===== src/rtl/flash_seq_pkg.sv =====
// Shared constants and types for the serial flash sequencer.
// Assumes a device that takes commands bit 7 first and reports busy in status bit 0.
package flash_seq_pkg;
    localparam logic [7:0] OP_WR_ENABLE = 8'h06;
    localparam logic [7:0] OP_STATUS    = 8'h05;
    localparam logic [7:0] OP_PAGE_PROG = 8'h02;
    localparam logic [7:0] OP_ERASE_ALL = 8'hC7;

    typedef enum logic [1:0] {
        ST_IDLE,
        ST_GAP,
        ST_XFER,
        ST_FIN
    } seq_state_e;

    typedef enum logic [1:0] {
        CMD_WREN,
        CMD_MAIN,
        CMD_POLL
    } cmd_e;
endpackage


===== src/rtl/flash_seq_shifter.sv =====
// Byte shifter for a clock-idle-low serial link.
// Shifts one byte per start pulse. The serial clock is clk divided by DIV (DIV even, >= 2).
// The output bit changes only while sclk is low, and the input is sampled at each rising edge.
// rx_bit holds the last sampled input bit, which is bit 0 of a byte received bit 7 first.
// Assumes start arrives only while the previous byte has finished (done seen).
module flash_seq_shifter #(
    parameter int DIV = 4
) (
    input  logic       clk,
    input  logic       rst_n,
    input  logic       start,
    input  logic [7:0] tx_byte,
    input  logic       lsb_first,
    output logic       done,
    output logic       rx_bit,
    output logic       sclk,
    output logic       mosi,
    input  logic       miso
);
    localparam int HALF = DIV / 2;
    localparam int CW   = (HALF > 1) ? $clog2(HALF) : 1;

    logic          busy;
    logic [CW-1:0] cnt;
    logic [2:0]    nbit;
    logic [7:0]    sh;
    logic          lsb_q;

    assign mosi = lsb_q ? sh[0] : sh[7];

    // Load a byte, time the half periods, sample at rise, advance at fall.
    always_ff @(posedge clk) begin
        if (!rst_n) begin
            busy   <= 1'b0;
            done   <= 1'b0;
            cnt    <= '0;
            nbit   <= '0;
            sh     <= '0;
            lsb_q  <= 1'b0;
            sclk   <= 1'b0;
            rx_bit <= 1'b0;
        end else begin
            done <= 1'b0;
            if (!busy) begin
                if (start) begin
                    busy  <= 1'b1;
                    sh    <= tx_byte;
                    lsb_q <= lsb_first;
                    cnt   <= '0;
                    nbit  <= '0;
                end
            end else if (cnt == CW'(HALF - 1)) begin
                cnt <= '0;
                if (!sclk) begin
                    sclk   <= 1'b1;
                    rx_bit <= miso;
                end else begin
                    sclk <= 1'b0;
                    if (nbit == 3'd7) begin
                        busy <= 1'b0;
                        done <= 1'b1;
                    end else begin
                        nbit <= nbit + 3'd1;
                        sh   <= lsb_q ? {1'b0, sh[7:1]} : {sh[6:0], 1'b0};
                    end
                end
            end else begin
                cnt <= cnt + 1'b1;
            end
        end
    end
endmodule


===== src/rtl/flash_seq_ctrl.sv =====
// Job sequencer for the serial flash link.
// Runs three command windows in order: write enable, then erase or program, then repeated status reads.
// Holds chip select high for MIN_GAP clocks between windows.
// Ends after MAX_POLLS status reads if the busy bit stays set.
// Assumes req_len is 1 to 256 and MIN_GAP >= 1.
module flash_seq_ctrl
    import flash_seq_pkg::*;
#(
    parameter int MIN_GAP   = 4,
    parameter int MAX_POLLS = 1024
) (
    input  logic        clk,
    input  logic        rst_n,
    input  logic        req_valid,
    output logic        req_ready,
    input  logic        req_erase,
    input  logic [23:0] req_addr,
    input  logic [8:0]  req_len,
    input  logic        lsb_first,
    input  logic        wr_valid,
    output logic        wr_ready,
    input  logic [7:0]  wr_data,
    output logic        done,
    output logic        err,
    output logic        cs_n,
    output logic        sh_start,
    output logic [7:0]  sh_tx,
    output logic        sh_lsb,
    input  logic        sh_done,
    input  logic        sh_wip
);
    localparam int GW  = $clog2(MIN_GAP + 1);
    localparam int PCW = $clog2(MAX_POLLS + 1);

    seq_state_e     st;
    cmd_e           cur;
    logic           erase_q;
    logic           lsb_q;
    logic [23:0]    addr_q;
    logic [8:0]     len_q;
    logic [9:0]     pos;
    logic           issue;
    logic [GW-1:0]  gcnt;
    logic [PCW-1:0] pcnt;
    logic [9:0]     last_pos;
    logic           is_data;
    logic           can_issue;
    logic [7:0]     byte_sel;

    // Position of the final byte in the current window.
    always_comb begin
        unique case (cur)
            CMD_WREN: last_pos = 10'd0;
            CMD_POLL: last_pos = 10'd1;
            default:  last_pos = erase_q ? 10'd0 : 10'd3 + {1'b0, len_q};
        endcase
    end

    // Pick the byte for the current window position.
    always_comb begin
        byte_sel = 8'h00;
        unique case (cur)
            CMD_WREN: byte_sel = OP_WR_ENABLE;
            CMD_POLL: byte_sel = (pos == 10'd0) ? OP_STATUS : 8'h00;
            default: begin
                if (pos == 10'd0)      byte_sel = erase_q ? OP_ERASE_ALL : OP_PAGE_PROG;
                else if (pos == 10'd1) byte_sel = addr_q[23:16];
                else if (pos == 10'd2) byte_sel = addr_q[15:8];
                else if (pos == 10'd3) byte_sel = addr_q[7:0];
                else                   byte_sel = wr_data;
            end
        endcase
    end

    assign is_data   = (cur == CMD_MAIN) && !erase_q && (pos >= 10'd4);
    assign can_issue = issue && (!is_data || wr_valid);
    assign wr_ready  = (st == ST_XFER) && issue && is_data;
    assign req_ready = (st == ST_IDLE);

    // Job state machine: gap timing, byte issue, window close and poll decision.
    always_ff @(posedge clk) begin
        if (!rst_n) begin
            st       <= ST_IDLE;
            cur      <= CMD_WREN;
            erase_q  <= 1'b0;
            lsb_q    <= 1'b0;
            addr_q   <= '0;
            len_q    <= '0;
            pos      <= '0;
            issue    <= 1'b0;
            gcnt     <= '0;
            pcnt     <= '0;
            cs_n     <= 1'b1;
            sh_start <= 1'b0;
            sh_tx    <= '0;
            sh_lsb   <= 1'b0;
            done     <= 1'b0;
            err      <= 1'b0;
        end else begin
            sh_start <= 1'b0;
            done     <= 1'b0;
            unique case (st)
                ST_IDLE: begin
                    if (req_valid) begin
                        erase_q <= req_erase;
                        lsb_q   <= lsb_first;
                        addr_q  <= req_addr;
                        len_q   <= req_len;
                        err     <= 1'b0;
                        pcnt    <= '0;
                        gcnt    <= '0;
                        cur     <= CMD_WREN;
                        st      <= ST_GAP;
                    end
                end
                ST_GAP: begin
                    if (gcnt == GW'(MIN_GAP - 1)) begin
                        cs_n  <= 1'b0;
                        pos   <= '0;
                        issue <= 1'b1;
                        gcnt  <= '0;
                        st    <= ST_XFER;
                    end else begin
                        gcnt <= gcnt + 1'b1;
                    end
                end
                ST_XFER: begin
                    if (can_issue) begin
                        sh_start <= 1'b1;
                        sh_tx    <= byte_sel;
                        sh_lsb   <= is_data && lsb_q;
                        issue    <= 1'b0;
                    end else if (sh_done) begin
                        if (pos == last_pos) begin
                            cs_n <= 1'b1;
                            gcnt <= '0;
                            unique case (cur)
                                CMD_WREN: begin
                                    cur <= CMD_MAIN;
                                    st  <= ST_GAP;
                                end
                                CMD_MAIN: begin
                                    cur <= CMD_POLL;
                                    st  <= ST_GAP;
                                end
                                default: begin
                                    if (!sh_wip) begin
                                        st <= ST_FIN;
                                    end else if (pcnt == PCW'(MAX_POLLS - 1)) begin
                                        err <= 1'b1;
                                        st  <= ST_FIN;
                                    end else begin
                                        pcnt <= pcnt + 1'b1;
                                        st   <= ST_GAP;
                                    end
                                end
                            endcase
                        end else begin
                            pos   <= pos + 10'd1;
                            issue <= 1'b1;
                        end
                    end
                end
                default: begin
                    done <= 1'b1;
                    st   <= ST_IDLE;
                end
            endcase
        end
    end
endmodule


===== src/rtl/flash_seq.sv =====
// Top level of the serial flash program and erase sequencer.
// Connects the job sequencer to the byte shifter that drives the four-wire link.
// Assumes DIV is even and >= 2, MIN_GAP >= 1 and MAX_POLLS >= 1.
module flash_seq #(
    parameter int DIV       = 4,
    parameter int MIN_GAP   = 4,
    parameter int MAX_POLLS = 1024
) (
    input  logic        clk,
    input  logic        rst_n,
    input  logic        req_valid,
    output logic        req_ready,
    input  logic        req_erase,
    input  logic [23:0] req_addr,
    input  logic [8:0]  req_len,
    input  logic        lsb_first,
    input  logic        wr_valid,
    output logic        wr_ready,
    input  logic [7:0]  wr_data,
    output logic        done,
    output logic        err,
    output logic        cs_n,
    output logic        sclk,
    output logic        mosi,
    input  logic        miso
);
    logic       sh_start;
    logic [7:0] sh_tx;
    logic       sh_lsb;
    logic       sh_done;
    logic       sh_wip;

    flash_seq_ctrl #(
        .MIN_GAP   (MIN_GAP),
        .MAX_POLLS (MAX_POLLS)
    ) u_ctrl (
        .clk       (clk),
        .rst_n     (rst_n),
        .req_valid (req_valid),
        .req_ready (req_ready),
        .req_erase (req_erase),
        .req_addr  (req_addr),
        .req_len   (req_len),
        .lsb_first (lsb_first),
        .wr_valid  (wr_valid),
        .wr_ready  (wr_ready),
        .wr_data   (wr_data),
        .done      (done),
        .err       (err),
        .cs_n      (cs_n),
        .sh_start  (sh_start),
        .sh_tx     (sh_tx),
        .sh_lsb    (sh_lsb),
        .sh_done   (sh_done),
        .sh_wip    (sh_wip)
    );

    flash_seq_shifter #(
        .DIV (DIV)
    ) u_shift (
        .clk       (clk),
        .rst_n     (rst_n),
        .start     (sh_start),
        .tx_byte   (sh_tx),
        .lsb_first (sh_lsb),
        .done      (sh_done),
        .rx_bit    (sh_wip),
        .sclk      (sclk),
        .mosi      (mosi),
        .miso      (miso)
    );
endmodule


===== config.mk =====
export PLATFORM = sky130hd
export DESIGN_NAME = flash_seq
export DESIGN_NICKNAME = d
export VERILOG_FILES = /design/src/rtl/flash_seq_pkg.sv /design/src/rtl/flash_seq_shifter.sv /design/src/rtl/flash_seq_ctrl.sv /design/src/rtl/flash_seq.sv
export SDC_FILE = /design/constraint.sdc
export NUM_CORES = 1
export LEC_CHECK = 0
export BUFFER_PORTS_ARGS = -buffer_cell sky130_fd_sc_hd__buf_4
export CORE_ASPECT_RATIO = 0.9
export CORE_MARGIN = 1.5
export CORE_UTILIZATION = 56
export DETAILED_ROUTE_END_ITERATION = 8
export HOLD_SLACK_MARGIN = 0.05
export PLACE_DENSITY = 0.77
export SETUP_SLACK_MARGIN = 0.05
export SLEW_MARGIN = 20
export SYNTH_ARGS = -nofsm -noshare
export SYNTH_HDL_FRONTEND = slang
export SYNTH_HIERARCHICAL = 1
export SYNTH_SLANG_ARGS = --single-unit
export TNS_END_PERCENT = 10

===== constraint.sdc =====
create_clock -name clk -period 3 [get_ports clk]
set_input_delay 0.3 -clock clk [delete_from_list [all_inputs] [get_ports clk]]
set_output_delay 0.3 -clock clk [all_outputs]
set_load 0.02 [all_outputs]

Yosys cells after proc, flatten, opt, wreduce, memory -nomap -nowiden
Cells that the tools add are included.
{"block": "classes", "order_cmp": 1, "n_mux": 85, "reduce_logical": 34, "n_bitwise": 2, "n_eq_ne": 27, "add_sub_neg": 6}
{"cell": "two-way mux 8 bit", "count": 11}
{"cell": "two-way mux 11 bit", "count": 7}
{"cell": "two-way mux 10 bit", "count": 5}
{"cell": "case mux 10 bit (2 select lines)", "count": 2}
{"cell": "two-way mux 3 bit", "count": 11}
{"cell": "two-way mux 1 bit", "count": 28}
{"cell": "two-way mux 2 bit", "count": 12}
{"cell": "case mux 11 bit (2 select lines)", "count": 1}
{"cell": "equality test 10 x 2 -> 1 bit, second input constant", "count": 2}
{"cell": "AND reduction 5 bit", "count": 4}
{"cell": "!= test 2 bit, second input constant", "count": 9}
{"cell": "case mux 8 bit (2 select lines)", "count": 1}
{"cell": "AND reduction 8 bit", "count": 2}
{"cell": "AND reduction 4 bit", "count": 3}
{"cell": "adder 11 x 1 -> 11 bit, second input constant", "count": 1}
{"cell": "equality test 11 x 10 -> 1 bit, second input constant", "count": 1}
{"cell": "adder 10 x 1 -> 10 bit, second input constant", "count": 1}
{"cell": "adder 2 x 9 -> 10 bit, first input constant", "count": 1}
{"cell": "equality test 10 x 1 -> 1 bit, second input constant", "count": 1}
{"cell": "equality test 10 bit", "count": 1}
{"cell": "greater-or-equal comparator 10 x 3 -> 1 bit, second input constant", "count": 1}
{"cell": "logical NOT 10 bit", "count": 1}
{"cell": "AND reduction 2 bit", "count": 5}
{"cell": "case mux 3 bit (3 select lines)", "count": 1}
{"cell": "other kinds (23)", "count": 43}
{"block": "totals", "inputBits": 48, "regBits": 94, "elab_cells": 179, "out_inout_bits": 7}

Depth between registers and ports, before layout
Gate-level depths: netlist (run 1).
{"block": "depth", "word_depth": 8, "mapped_depth": 10, "ltp_nobuf": 9}

Modules after synthesis
Netlist (run 1), hierarchy kept.
{"mod": "flash_seq_ctrl", "cells_each": 531, "n_inst": 1, "seq_area_each_um2": 1541.5, "area_each_um2": 4132.7}
{"mod": "flash_seq_shifter", "cells_each": 94, "n_inst": 1, "seq_area_each_um2": 340.3, "area_each_um2": 868.3}

Worst setup path after synthesis (run 1)
No wires, ideal clock.
{"block": "synth_timing", "kind": "flip-flop to flip-flop", "startpoint": "register u_ctrl.len_q[0]", "endpoint": "register u_ctrl.gcnt[2]", "path_slack_ns": 0.511, "arrival_time_ns": 2.350, "path_buffers": 0, "setup_time_ns": 0.139, "path_stages_with_launch": 10, "required_time_ns": 2.861, "period_less_slack_ns": 2.489, "path_cell_list": "dfxtp_1 > inv_1 > ha_1 > nand4b_1 > or3_1 > a21oi_1 > xor2_2 > or3_2 > nor2_2 > a41oi_1"}
{"block": "synth_via", "elab_chain_len": 6}
{"element": "start, declared", "line": "flash_seq_ctrl.sv:40", "source": "logic [8:0] len_q;"}
{"element": "start signal, assigned", "line": "flash_seq_ctrl.sv:108", "source": "len_q <= req_len;"}
{"element": "adder 2 x 9 -> 10 bit", "line": "flash_seq_ctrl.sv:55", "source": "default: last_pos = erase_q ? 10'd0 : 10'd3 + {1'b0, len_q};"}
{"element": "two-way mux 10 bit", "line": "flash_seq_ctrl.sv:55"}
{"element": "case mux 10 bit (2 select lines)", "line": "flash_seq_ctrl.sv:52", "source": "unique case (cur)"}
{"element": "equality test 10 bit", "line": "flash_seq_ctrl.sv:134", "source": "if (pos == last_pos) begin"}
{"element": "!= test 2 bit (no source line)"}
{"element": "AND reduction 5 bit (no source line)"}
{"element": "end signal, assigned", "line": "flash_seq_ctrl.sv:124", "source": "gcnt <= gcnt + 1'b1;"}
{"element": "end, declared", "line": "flash_seq_ctrl.sv:43", "source": "logic [GW-1:0] gcnt;"}
No other way between the ends.
A chain may end at the register's enable or synchronous reset.

Worst setup path in the final report (run 1)
{"block": "layout_timing", "startpoint": "register u_ctrl.pos[7]", "endpoint": "output wr_ready"}
{"block": "layout_via", "elab_chain_len": 3}
{"element": "start, declared", "line": "flash_seq_ctrl.sv:41", "source": "logic [9:0] pos;"}
{"element": "start signal, assigned", "line": "flash_seq_ctrl.sv:159", "source": "pos <= pos + 10'd1;"}
{"element": "greater-or-equal comparator 10 x 3 -> 1 bit", "line": "flash_seq_ctrl.sv:75", "source": "assign is_data = (cur == CMD_MAIN) && !erase_q && (pos >= 10'd4);"}
{"element": "logical AND 1 bit", "line": "flash_seq_ctrl.sv:75"}
{"element": "logical AND 1 bit", "line": "flash_seq_ctrl.sv:77", "source": "assign wr_ready = (st == ST_XFER) && issue && is_data;"}
{"element": "end, declared", "line": "flash_seq.sv:18", "source": "output logic wr_ready,"}
No other way between the ends.

==> results.yml, run 1 <==
clock_tree:
  cts.path.max_buffers: 2
  cts_setup_buffers: 0
  clock_sinks: 94
  numCtsBuffers: 9
  h-tree-depth: 3
  cts.reportedPaths.clkPinSlew_ns: 0.10
  clk_latency_ns: 0.37
  ctsHoldBuffers: 0
  cts_root_buf: "clkbuf_8"
  cts_tree: "yes"
sta:
  setup_viol: 0
  max_freq_mhz: 366
  min_period_over_period_pct: 91.1
  slew_viol_final: 0
  hold_viol_final: 0
  skew_ns: 0.0154
  tns_ns: 0
  rsz0062_at_grt: "false"
  fin_crit_ns: 2.73
  tightest_slew_ns: 0.844
  fin_ws_ns: 0.267
  max_slew_margin_pct: 43.2
cells_and_area:
  drive_gt1_share_pct: 16.7
  syn2layout_area_growth_pct: 13.9
  nets: 724
  antenna_cells: 0
  final_util_pct: 66.1
global_route:
  gr-usage-all-layers_pct: 27.3
  antenna_found_initial: 0
  grt_pass1_wl_um: 20400
  grt_pass1_vias: 4209
  grt_overflow: 0
  grt_max_degree: 38
floorplanning:
  fp.dieH_um: 92.7
  boundaryPins: 55
  die_w_um: 103
  core_area_mm2: 0.00861
  start_util_pct: 58.1
  placement_rows: 32
  die_area_mm2: 0.00951
place:
  place_ws_ns: 0.136
  io_buffers: 54
  dpl.hpwl_um: 8680
  place_congestion: 0.864
flow_run:
  maxCapViolCount: 0
setup_path:
  path_class: "reg -> out"
  cp_max_fo: 9
  timing.reg2reg.setup_slack_ns: 0.28
  arrival_ns: 2.43
  cp-end-kind: "primary output"
  worst-endpoint-required_ns: 2.70
  worst_setup_path_start_kind: "flip-flop"
  reg2reg_depth: 9
drt:
  route.detailed.drc: 0
  first_iter_violations: 310
  wl_per_cell_um: 15.7
  totalWireLength_um: 12400
  via_count: 4759
  drtPass1Iterations: 5
  vias_per_cell: 6.02
  ant_nets: 0
run_status:
  outcome: "finished clean"
logic_synthesis:
  synth_area_leaders: "dfxtp_1 38%, nand2_1 9.4%, a21oi_1 6.3%, nor2_1 3.0%, o21ai_0 2.7%"
  synth_edf_count: 0
  synth_cells: 625
  synthArstFlopShare_pct: 0
  ys_types: 73
  ys_ff_latch: 94
  yosysSeqAreaShare_pct: 37.6
  yosys.area.top_type: "dfxtp_1"
  synth_nets: 682
  yosys.area.top_type_share_pct: 37.6
  syn_area_mm2: 0.00500
  syn_avg_cell_area_um2: 8.00
  yosysWarnings: 6
  ys.flop_type: "dfxtp_1"
worst_hold_path:
  hold_depth: 3
  holdCritPathClass: "in -> reg"
power_and_ir_drop:
  powerDensity_mw_per_mm2: 405
  power.leakage_nw: 2.18
  vdd_drop_max_mv: 0.293
## cell usage in the layout, fill, tap and decap left out, types with 5 or more instances in the layout
master    instances
a211oi_1          9
a21oi_1          63
a221oi_1          5
a22o_1            7
a31oi_1          10
and3_1           13
buf_4            68
clkbuf_8         11
dfxtp_1          94
ha_1              9
inv_1             8
mux2i_1           8
nand2_1         125
nand2b_1          7
nand3_1          21
nand4_1           6
nand4b_1         11
nor2_1           40
nor2b_1          10
nor3_1            8
o21a_1            9
o21ai_0          27
o22ai_1           7
o32ai_2           5
or3_1             8
xnor2_1           5
## cell type report
class / count / area, µm²
timing repair buffer: 68 / 510
multi-input combinational: 485 / 2930
fill: 723 / 2910
tap: 119 / 149
inverter: 9 / 33.8
clock buffer: 11 / 151
sequential: 94 / 1880
clock inverter: 5 / 40.0
## through the flow
step | instances | hold WS [ns] | area [µm²] | power [mW]
after global routing | 791 | 0.156 | 5690 | 2.40
after floorplan | 625 | 0.417 | 5000 | 1.42
after detailed placement | 775 | 0.431 | 5490 | 1.51
after CTS | 791 | 0.145 | 5680 | 2.32
after global placement | 775 | 0.431 | 5490 | 1.50
final | 791 | 0.154 | 5690 | 2.31
## path summary, 6_finish.rpt
| check | from | to |
|---|---|---|
| worst min-delay path | miso | u_shift/rx_bit |
| worst max register to register | u_ctrl/len_q[0] | u_ctrl/gcnt[2] |
| worst max-delay path | u_ctrl/pos[7] | wr_ready |
| worst min register to register | u_ctrl/sh_tx[5] | u_ctrl/sh_tx[5] |
## routing by layer
layer | wire length [µm] | global-route usage (%) | up-vias
li1 | - | - | 2351
met1 | 5460 | 37.8 | 2207
met2 | 5960 | 42.7 | 185
met3 | 832 | 5.66 | 16
met4 | 144 | 8.11 | 0
met5 | 0 | 0 | -
## sequential cells by signal, indices dropped and copies added (netlist names), 2 cells and up
| name | flops |
|---|---|
| u_ctrl/pcnt | 11 |
| u_ctrl/len_q | 9 |
| u_ctrl/addr_q | 24 |
| u_shift/sh | 8 |
| u_ctrl/st | 2 |
| u_ctrl/cur | 2 |
| u_ctrl/pos | 10 |
| u_shift/nbit | 3 |
| u_ctrl/gcnt | 3 |
| u_ctrl/sh_tx | 8 |
## repair_timing
action / 4_1_cts / 5_1_grt
endpoints found under the setup margin: 0 / 12
resized for setup: 0 / 3
hold endpoints to repair: 0 / 0
## where the power goes
part | switching, mW | internal, mW
Clock | 0.471 | 0.354
Sequential | 0.0252 | 1.28
Combinational | 0.0974 | 0.0824
Total | 0.594 | 1.71
## critical path: stages, from the launching register on
cell,delay [ns]
dfxtp_1,0.39
nor4_1,0.76
nand2_1,0.43
and4_1,0.33
buf_4,0.16
## synthesized netlist by cell type (all sizes together), types with 10 or more instances
master	n
a21oi	64
a31oi	10
and3	13
buf	11
clkbuf	26
dfxtp	94
nand2	126
nand3	21
nand4b	11
nor2	41
nor2b	10
o21ai	30
## logic make-up (layout without fill, tap and decap cells)
logic type	after synthesis	in the layout	share of synthesized area [%]
flip-flops	94	94	37.6
buffers and inverters	46	93	4.18
AO/OA/AOI/OAI	181	181	24.7
multiplexers	9	9	1.83
XOR/XNOR	10	10	2.05
adder cells (fa/ha/maj)	9	9	2.25
AND/OR/NAND/NOR	276	276	27.4
(Power assumes the default switching activity.)
==> run 2: changes to the inputs <==
--- a/config.mk
+++ b/config.mk
@@ -6,12 +6,14 @@
 export NUM_CORES = 1
 export LEC_CHECK = 0
 export BUFFER_PORTS_ARGS = -buffer_cell sky130_fd_sc_hd__buf_4
+export CELL_PAD_IN_SITES_DETAIL_PLACEMENT = 0
+export CELL_PAD_IN_SITES_GLOBAL_PLACEMENT = 1
 export CORE_ASPECT_RATIO = 0.9
 export CORE_MARGIN = 1.5
-export CORE_UTILIZATION = 56
+export CORE_UTILIZATION = 44
 export DETAILED_ROUTE_END_ITERATION = 8
 export HOLD_SLACK_MARGIN = 0.05
-export PLACE_DENSITY = 0.77
+export PLACE_DENSITY_LB_ADDON = 0.1
 export SETUP_SLACK_MARGIN = 0.05
 export SLEW_MARGIN = 20
 export SYNTH_ARGS = -nofsm -noshare
==> constraint.sdc (replaced) <==
create_clock -name clk -period 3 [get_ports clk]
set_input_delay 0.3 -clock clk [delete_from_list [all_inputs] [get_ports clk]]
set_output_delay 0.3 -clock clk [all_outputs]
set_load 0.05 [all_outputs]
==> run 2 against run 1 <==
  * First-iteration DRC count unchanged
  * Sequential power about the same
  * Register-to-register slack about the same
  * Critical path depth up 6
  * Wire length up 5.4%
  * Sequential cell count unchanged
  * Worst hold slack better by 0.027 ns
  * Largest cell class unchanged
==> results.yml, run 2 (synthesis gave the netlist of run 1 again) <==
run_status:
  outcome: "finished clean"
cells_and_area:
  final_util_pct: 53.5
  final_area_mm2: 0.00585
  fillers: 1066
  drive_gt1_share_pct: 16.7
  layout_common_cells: "125 x nand2_1, 94 x dfxtp_1, 68 x buf_4, 63 x a21oi_1, 40 x nor2_1"
  nets: 725
  antenna_cells: 0
  regMostFlops: "u_ctrl/addr_q"
  final_cells: 824
  syn2layout_area_growth_pct: 17.0
  reg_top3: "u_ctrl/addr_q x24, u_ctrl/pcnt x11, u_ctrl/pos x10"
  final_common_cell: "nand2_1"
  largest_reg_flops: 24
power_and_ir_drop:
  power.leakage_nw: 2.24
  vdd_drop_max_mv: 0.363
  p_sw_share_pct: 23.9
  combinationalPowerShare_pct: 6.9
  p_int_mw: 2.01
  p_switching_mw: 0.630
  clockPowerShare_pct: 43.7
  powerDensity_mw_per_mm2: 451
  seq_power_share_pct: 49.3
drt:
  ant_nets: 0
  wl_per_cell_um: 15.9
  first_iter_violations: 310
  route.detailed.drc: 0
  vias_per_cell: 5.69
  totalWireLength_um: 13100
  drtPass1Iterations: 7
  via_count: 4692
global_route:
  grt_pass1_vias: 4428
  grt_pass1_wl_um: 21800
  grt_overflow: 0
  antenna_found_initial: 0
  gr-usage-all-layers_pct: 22.7
  grt_max_degree: 38
clock_tree:
  h-tree-depth: 3
  cts.path.max_buffers: 2
  clock_sinks: 94
  cts.reportedPaths.clkPinSlew_ns: 0.07
  numCtsBuffers: 9
  clk_latency_ns: 0.35
  cts_tree: "yes"
  cts_setup_buffers: 0
  cts_root_buf: "clkbuf_16"
setup_path:
  cp_max_fo: 7
  arrival_ns: 2.97
  worst-endpoint-required_ns: 3.24
  cp-end-kind: "flip-flop"
  crit_start: "u_ctrl/len_q[0]"
  critical_path.endpoint: "u_ctrl/cur[0]"
  worst_setup_path_start_kind: "flip-flop"
  timing.reg2reg.setup_slack_ns: 0.27
  reg2reg_depth: 10
  regToRegEndpoint: "u_ctrl/cur[0]"
  r2r_start: "u_ctrl/len_q[0]"
  path_class: "reg -> reg"
floorplanning:
  boundaryPins: 55
  start_util_pct: 45.7
  fp.dieH_um: 104
  die_area_mm2: 0.0120
  placement_rows: 36
  core_area_mm2: 0.0109
  die_w_um: 115
flow_run:
  maxCapViolCount: 0
sta:
  rsz0062_at_grt: "true"
  tightest_slew_ns: 0.698
  timing.hold.ws_ns: 0.181
  slew_viol_final: 0
  hold_viol_final: 0
  fin_crit_ns: 2.73
  max_freq_mhz: 366
  setup_viol: 0
  min_period_over_period_pct: 91.0
  max_slew_margin_pct: 53.4
  skew_ns: 0.00781
place:
  place_congestion: 0.836
  place_area_mm2: 0.00555
  dpl.hpwl_um: 9260
  dp.cells: 809
  io_buffers: 54
worst_hold_path:
  min_from: "miso"
  holdCritPathClass: "in -> reg"
==> run 2: power groups by stage <==
stage               combinational [mW]  sequential [mW]  clock (mW)
floorplan                        0.107             1.32           0
global placement                 0.181             1.33           0
detailed placement               0.185             1.33           0
CTS                              0.185             1.30        1.18
global route                     0.206             1.30        1.23
finish                           0.183             1.30        1.15
==> run 2: critical path, stage by stage (launching register included) <==
cell and delay, ns:
dfxtp_1 0.41, inv_1 0.06, ha_1 0.25, nand4b_1 0.19, or3_1 0.31, a21oi_1 0.24, xor2_2 0.18, nor3_2 0.43
buf_4 0.24, nand4b_1 0.15, mux2i_1 0.15
==> run 2: worst min path at each step <==
stage | endpoint | depth (start not counted)
3_3_place_gp | u_ctrl/pcnt[10] | 1
3_5_place_dp | u_ctrl/sh_tx[5] | 2
6_report | u_shift/rx_bit | 3
2_1_floorplan | u_ctrl/sh_tx[5] | 2
4_1_cts | u_shift/rx_bit | 3
5_1_grt | u_ctrl/addr_q[6] | 3
==> run 2: per-stage QoR <==
stage / power, mW / TNS (ns) / setup WS (ns)
2_1_floorplan: 1.43 / 0 / 0.511
3_3_place_gp: 1.51 / 0 / 0.255
3_5_place_dp: 1.51 / 0 / 0.134
4_1_cts: 2.67 / 0 / 0.113
5_1_grt: 2.74 / -0.0000688 / -0.0000688
6_report: 2.64 / 0 / 0.271
==> run 2: area by class of cell <==
cell class / count / area [µm²] / area share [%]
Clock inverter: 6 / 70.1 / 1.20
Sequential cell: 94 / 1880 / 32.2
Multi-Input combinational cell: 485 / 2920 / 49.9
Clock buffer: 9 / 225 / 3.85
Inverter: 9 / 33.8 / 0.577
Timing Repair Buffer: 69 / 531 / 9.06
Tap cell: 152 / 190 / 3.25
==> run 2: routing by layer <==
| metal | GRT usage (%) | routed length [µm] |
|---|---|---|
| met4 | 6.35 | 173 |
| met1 | 31.9 | 6420 |
| met2 | 34.9 | 5900 |
| met5 | 0 | 0 |
| met3 | 4.90 | 575 |
==> run 2: repair_timing <==
action / CTS / global route
endpoints found under the hold margin: 0 / 0
gates resized for setup: 0 / 2
hold buffers: 0 / 0
endpoints found under the setup margin: 0 / 12
